File: config.mk
export PLATFORM = sky130hd
export DESIGN_NAME = ce_holdover_gate
export DESIGN_NICKNAME = d
export VERILOG_FILES = /design/src/rtl/ce_holdover_gate.sv
export SDC_FILE = /design/constraint.sdc
export NUM_CORES = 1
export LEC_CHECK = 0
export ABC_AREA = 1
export BUFFER_PORTS_ARGS = -buffer_cell sky130_fd_sc_hd__buf_2
export CAP_MARGIN = 5
export CORE_MARGIN = 3
export CORE_UTILIZATION = 45
export CTS_BUF_LIST = sky130_fd_sc_hd__clkbuf_8
export DETAILED_ROUTE_END_ITERATION = 6
export SETUP_SLACK_MARGIN = 0.2
export SLEW_MARGIN = 20
export SYNTH_ARGS = -nofsm -noshare
export SYNTH_HDL_FRONTEND = slang
export SYNTH_SLANG_ARGS = --single-unit
File: constraint.sdc
create_clock -name clk -period 1.7 [get_ports clk]
set_clock_uncertainty 0.2 [all_clocks]
set_input_delay 0.17 -clock clk [delete_from_list [all_inputs] [get_ports clk]]
set_output_delay 0.17 -clock clk [all_outputs]
set_load 0.03 [all_outputs]
File: src/rtl/ce_holdover_gate.sv
module ce_holdover_gate #(
  parameter int HOLD_CYCLES = 3750
) (
  input  logic clk,
  input  logic por_clr,
  input  logic ce_req_n,
  input  logic supply_ok,
  input  logic sup_rst_n,
  input  logic mr_pulse,
  output logic ce_out_n
);

  localparam int CW = $clog2(HOLD_CYCLES + 1);
  localparam logic [CW-1:0] LIMIT = CW'(HOLD_CYCLES);

  logic          in_rst;
  logic          was_rst;
  logic          hold_q;
  logic [CW-1:0] used_q;
  logic          onset;
  logic          win;

  assign in_rst = !sup_rst_n || !supply_ok;
  assign onset  = in_rst && !was_rst;
  assign win    = in_rst && !ce_req_n && !mr_pulse && !por_clr &&
                  (onset || (hold_q && used_q < LIMIT));

  always_ff @(posedge clk) begin
    if (por_clr) begin
      was_rst <= 1'b1;
      hold_q  <= 1'b0;
      used_q  <= '0;
    end else begin
      was_rst <= in_rst;
      if (win) begin
        hold_q <= 1'b1;
        used_q <= onset ? CW'(1) : used_q + CW'(1);
      end else begin
        hold_q <= 1'b0;
        used_q <= '0;
      end
    end
  end

  assign ce_out_n = por_clr || mr_pulse || (in_rst ? !win : ce_req_n);

endmodule


==> summary.txt, run 1 <==
CP Max Fanout: 2
Hold Path Cell Cnt: 4
Final net count: 121
Worst hold path class: input port to flip-flop
Critical path arrival: 1.28 ns
Die footprint: 2156 sq um
NetSw: 126.0 uW
Max Cap Viol: 0
Num rows: 13
Vias per cell: 4.883
Most common cell after layout, fill and taps aside: nand2_1
Worst slew pin tran: 0.1920 ns
Die height: 46.44 um
Synthesized Nets: 103
Synth top area share: 0.3810
Wirelength per Cell: 11.01 um
Combinational Power Share: 0.032
I/O Buffers: 6
Cell Area, Synth: 735.7 sq um
Diode count: 0
Pleak: 0.0003744 uW
Worst-Skew Late Latency: 0.24 ns
H-tree depth: 1
Mapped Avg Cell Area: 7.664 sq um
Post-synthesis cell count: 96
Area of the multi-input gates: 420.4 sq um
Final Non-Filler Cells: 128
Register cell area after layout: 295.3 sq um
CP peak stage delay: 0.35 ns
DRC violations left: 0
Fraction of layout cells with a size suffix above 1: 0.4336
Most frequent cells in the layout: nand2_1, nor2_2, nor2_1, inv_1
CP max stage cell: dfxtp_4
Post-DP HPWL: 983.4 um
Initial drt markers: 6
Setup TNS: 0 ns
First-pass GRT wire length: 2421 um
Total Wirelength: 1409 um
Slew Limit Fails: 0
Register bit total from synthesis: 14
Final ANT Viol Nets: 0
Slew margin rel.: 0.8716
P per Cell Area: 709.9 nW/um^2
Final critical-path required period: 1.651 ns
Synth top area cells: dfxtp_1, nand2_1, nor2_2, xor2_1, nor2_1
Yosys cell types: 20
Crit path kind: flip-flop to output port
Clock-pin slew on the worst setup and hold paths: 0.05 ns
Synth Warn #: 0
Max Clock Freq: 605.5 MHz
Sw Share: 0.1886
Seq/Total Area, Yosys: 0.3810
Synth-to-layout area growth: 27.89%
CP cell instances: buf_6 -> nand3_1 -> nand3_1 -> nand2_1 -> nand2_1 -> nand3_1 -> nand2_1 -> buf_6
Final worst-path cycle share: 0.9714
Die Wd: 46.44 um
Maximum ir drop on the vdd rail: 0.4555 mV
GRT Total Usage: 0.1663
Fin. Hold Viols: 0
Clock power share: 0.478
Vias: 625
Longest Clk Path Bufs: 2
CTS buffer count: 3
Outcome: complete, no violations
Global route overflow: 0
Largest net degree at the start of global routing: 9
Detailed Routing Iterations Pass 1: 4
Startpoint types: flip-flop
Setup-failing EPs final: 0
Sequential share of power: 0.490
Root Driver: clkbuf_8
Core area: 1415 sq um
CTS sink cnt: 14
RePlAce Congestion: 0.7307
CP Capture Type: output port
CTS tree: yes
Largest area contributor in the synthesized netlist: dfxtp_1
Worst reg-to-reg path cell count: 9
Worst Path Required: 1.33 ns
# IOs: 7
Initial antenna violation count: 0
Internal Power: 541.9 uW
Number of global-route vias before repair: 618
Fillers: 124
Unrepaired setup endpoints after global routing: yes
Dpl cells: 118
Initial Utilization: 0.5199
registers in the layout, summed over array words and instances, names as in the netlist:
signal,cells
hold_q,1
used_q,12
was_rst,1
critical path: cells and delay by family (launching register included):
family,cells,cell delay (ns)
buffers and inverters,2,0.24
DFF,1,0.35
and+or+nand+nor,6,0.43
metrics by stage:
step | power (uW) | hold WS, ns | setup WS [ns] | utilization | area [sq um]
final | 667.9 | 0.03285 | 0.04855 | 0.6649 | 940.9
after floorplan | 348.1 | 0.07362 | 0.3488 | - | 735.7
after detailed placement | 356.1 | 0.1764 | 0.2258 | 0.5570 | 788.3
after CTS | 674.9 | 0.02321 | 0.03188 | 0.6366 | 900.9
after global routing | 695.3 | 0.06883 | -0.04880 | 0.6649 | 940.9
after global placement | 355.8 | 0.1647 | 0.2342 | 0.5570 | 788.3
cell usage after synthesis:
| cell type | n |
|---|---|
| dfxtp_1 | 14 |
| nand2_1 | 22 |
| nand4_1 | 1 |
| ha_1 | 1 |
| inv_1 | 10 |
| buf_6 | 1 |
| nor2_2 | 10 |
| inv_2 | 1 |
| a21boi_0 | 1 |
| nor2_4 | 1 |
| nand3b_2 | 1 |
| a21oi_1 | 1 |
| xor2_1 | 6 |
| nand3_1 | 5 |
| nor2_1 | 12 |
| nand2_2 | 2 |
| nor3_2 | 1 |
| nand3_2 | 2 |
| xnor2_1 | 3 |
| nand4_2 | 1 |
kinds of logic (layout without fill, tap and decap cells):
kind of cell / after synthesis / in the layout / synth area share
AND/OR/NAND/NOR: 58 / 58 / 0.4065
flip-flops: 14 / 14 / 0.3810
buffers and inverters: 12 / 29 / 0.07143
XOR/XNOR: 9 / 9 / 0.1071
AO/OA/AOI/OAI: 2 / 2 / 0.01700
adder cells (fa/ha/maj): 1 / 1 / 0.01700
power by group through the flow:
stage,Combinational [uW],Clock [uW],Sequential (uW)
floorplan,10.8,0,337
global placement,18.3,0,337
detailed placement,18.6,0,337
CTS,21.0,327,327
global route,24.6,344,327
finish,21.3,319,327
per-layer routing:
| metal | share of wire | GRT usage |
|---|---|---|
| met1 | 0.46 | 0.1901 |
| met2 | 0.48 | 0.2692 |
| met3 | 0.031 | 0.04688 |
| met5 | 0 | 0 |
| met4 | 0.024 | 0.1023 |
final timing paths:
kind,startpoint,end,slack (ns)
setup reg to reg,used_q[4],used_q[8],0.20
hold reg to reg,used_q[10],used_q[10],0.35
hold / removal,sup_rst_n,was_rst,0.03
setup / recovery,used_q[4],ce_out_n,0.05
final cells by class:
| type | instances | share of cell area |
|---|---|---|
| inverter | 11 | 0.04388 |
| multi-input combinational | 70 | 0.4468 |
| sequential | 14 | 0.3138 |
| tap | 15 | 0.01995 |
| clock buffer | 4 | 0.05851 |
| timing repair buffer | 14 | 0.1170 |
what timing repair did:
item | in CTS | in global routing
hold buffers | 1 | 0
buffers inserted | 4 | 1
cloned | 0 | 0
pin swaps | 3 | 4
hold endpoints to repair | 1 | 0
setup endpoints to repair | 1 | 12
resized for setup | 9 | 12
Power figures use the tool's default switching activity.
==> run 2, diff against run 1 <==
--- a/config.mk
+++ b/config.mk
@@ -12,7 +12,8 @@
 export CORE_UTILIZATION = 45
 export CTS_BUF_LIST = sky130_fd_sc_hd__clkbuf_8
 export DETAILED_ROUTE_END_ITERATION = 6
-export SETUP_SLACK_MARGIN = 0.2
+export PLACE_DENSITY = 0.74
+export SETUP_SLACK_MARGIN = 0.15
 export SLEW_MARGIN = 20
 export SYNTH_ARGS = -nofsm -noshare
 export SYNTH_HDL_FRONTEND = slang
==> run 2 against run 1 <==
- global-route usage grew 0.30 points
- routed wire length grew 9.1%
- sequential power is essentially flat
- fmax shrank 0.76%
- final cell count shrank 1.6%
- sequential cell count is the same
- cell area shrank 1.6%
- non-clock buffer count shrank 2
- critical path type unchanged
==> summary.txt, run 2 (synthesized netlist as in run 1, its figures left out) <==
Fraction of layout cells with a size suffix above 1: 0.4505
Max Cap Viol: 0
Placed cell areas: 780.7 sq um
Maximum ir drop on the vdd rail: 0.4062 mV
Max Clock Freq: 600.9 MHz
Die Wd: 46.44 um
Hold Path Cell Cnt: 4
Worst reg2reg endpoint: used_q[10]
Number of global-route vias before repair: 577
I/O Buffers: 6
Reg with most FFs: used_q
Initial Utilization: 0.5199
Longest Clk Path Bufs: 2
Reg-to-reg startpoint: used_q[0]
CP Max Fanout: 3
Fillers: 112
Cell area after layout: 925.9 sq um
Worst reg-to-reg path cell count: 6
Post-Route Hold Slack: 0.05452 ns
Final Total Pwr: 674.4 uW
Worst-Skew Late Latency: 0.25 ns
CTS buffer count: 3
Final worst-path cycle share: 0.9789
Vias per cell: 4.944
Flop2flop setup slack: 0.26 ns
Biggest regs: used_q x12, hold_q x1, was_rst x1
Clock-pin slew on the worst setup and hold paths: 0.06 ns
RePlAce Congestion: 0.7869
Initial drt markers: 11
Largest net degree at the start of global routing: 12
Wirelength per Cell: 12.20 um
Startpoint types: flip-flop
H-tree depth: 1
Die height: 46.44 um
Largest register FFs: 12
Hold endpoint: was_rst
Crit path kind: flip-flop to output port
Final net count: 119
Synth-to-layout area growth: 25.85%
DRC violations left: 0
Core area: 1415 sq um
Placement Setup Slack: 0.2269 ns
Diode count: 0
Unrepaired setup endpoints after global routing: yes
Final ANT Viol Nets: 0
Slew Limit Fails: 0
First-pass GRT wire length: 2435 um
Critical path arrival: 1.29 ns
Most common cell after layout, fill and taps aside: nand2_1
Total Wirelength: 1537 um
Setup-failing EPs final: 0
Post-route setup slack: 0.03587 ns
P per Cell Area: 728.4 nW/um^2
Worst Path Required: 1.33 ns
Post-DP HPWL: 1006 um
# IOs: 7
Final critical-path required period: 1.664 ns
Root Driver: clkbuf_8
Min-delay src: sup_rst_n
Pleak: 0.0003678 uW
Outcome: complete, no violations
GRT Total Usage: 0.1693
Slew margin rel.: 0.8641
Most frequent cells in the layout: nand2_1, nor2_1, inv_1, nor2_2, dfxtp_2
CTS tree: yes
Worst hold path class: input port to flip-flop
Vias: 623
Die footprint: 2156 sq um
Initial antenna violation count: 0
Num rows: 13
Fin. Hold Viols: 0
Detailed Routing Iterations Pass 1: 4
Worst slew pin tran: 0.2031 ns
CP Capture Type: output port
Global route overflow: 0
CTS sink cnt: 14
==> run 2: power by group <==
group | internal (uW) | total [uW] | switching [uW]
Combinational | 11.1 | 23.8 | 12.7
Sequential | 326 | 327 | 1.13
Clock | 205 | 323 | 118
Total | 543 | 674 | 132
==> run 2: worst max-delay path by stage <==
stage / start / endpoint / slack, ns
CTS: used_q[4] / ce_out_n / 0.06
floorplan: used_q[1] / used_q[10] / 0.35
finish: used_q[10] / ce_out_n / 0.04
detailed placement: used_q[1] / used_q[10] / 0.23
global route: used_q[4] / ce_out_n / -0.03
global placement: used_q[7] / ce_out_n / 0.25
==> run 2: stage by stage <==
| stage | cells | util | setup TNS (ns) |
|---|---|---|---|
| after floorplan | 96 | - | 0 |
| after global placement | 117 | 0.5517 | 0 |
| after detailed placement | 117 | 0.5517 | 0 |
| after CTS | 122 | 0.6154 | 0 |
| after global routing | 126 | 0.6543 | -0.02835 |
| final | 126 | 0.6543 | 0 |
==> run 2: timing repair <==
action | CTS | global route
hold buffers | 1 | 0
resized for setup | 14 | 7
setup endpoints to repair | 1 | 2
pin swaps | 1 | 3
buffers inserted | 0 | 4
hold endpoints to repair | 1 | 0
==> run 2: area by class of cell <==
class	count	area, sq um	share of cell area
Timing Repair Buffer	12	83.83	0.09054
Multi-Input combinational cell	70	429.2	0.4635
Sequential cell	14	297.8	0.3216
Clock buffer	4	55.05	0.05946
Inverter	11	41.29	0.04459
Tap cell	15	18.77	0.02027
==> run 2: routing by layer <==
metal,share of wire,up-vias,track usage
met5,0,-,0
met3,0.034,7,0.07031
li1,-,326,-
met4,0.031,0,0.1023
met2,0.50,10,0.2582
met1,0.43,280,0.1944
==> run 2: critical path: stages, from the launching register on <==
cell and delay (ns):
dfxtp_2 0.35, nand3_2 0.09, nor2_1 0.13, nand2_1 0.10
nand2_2 0.09, nand3_2 0.08, nand2_2 0.08, buf_6 0.12
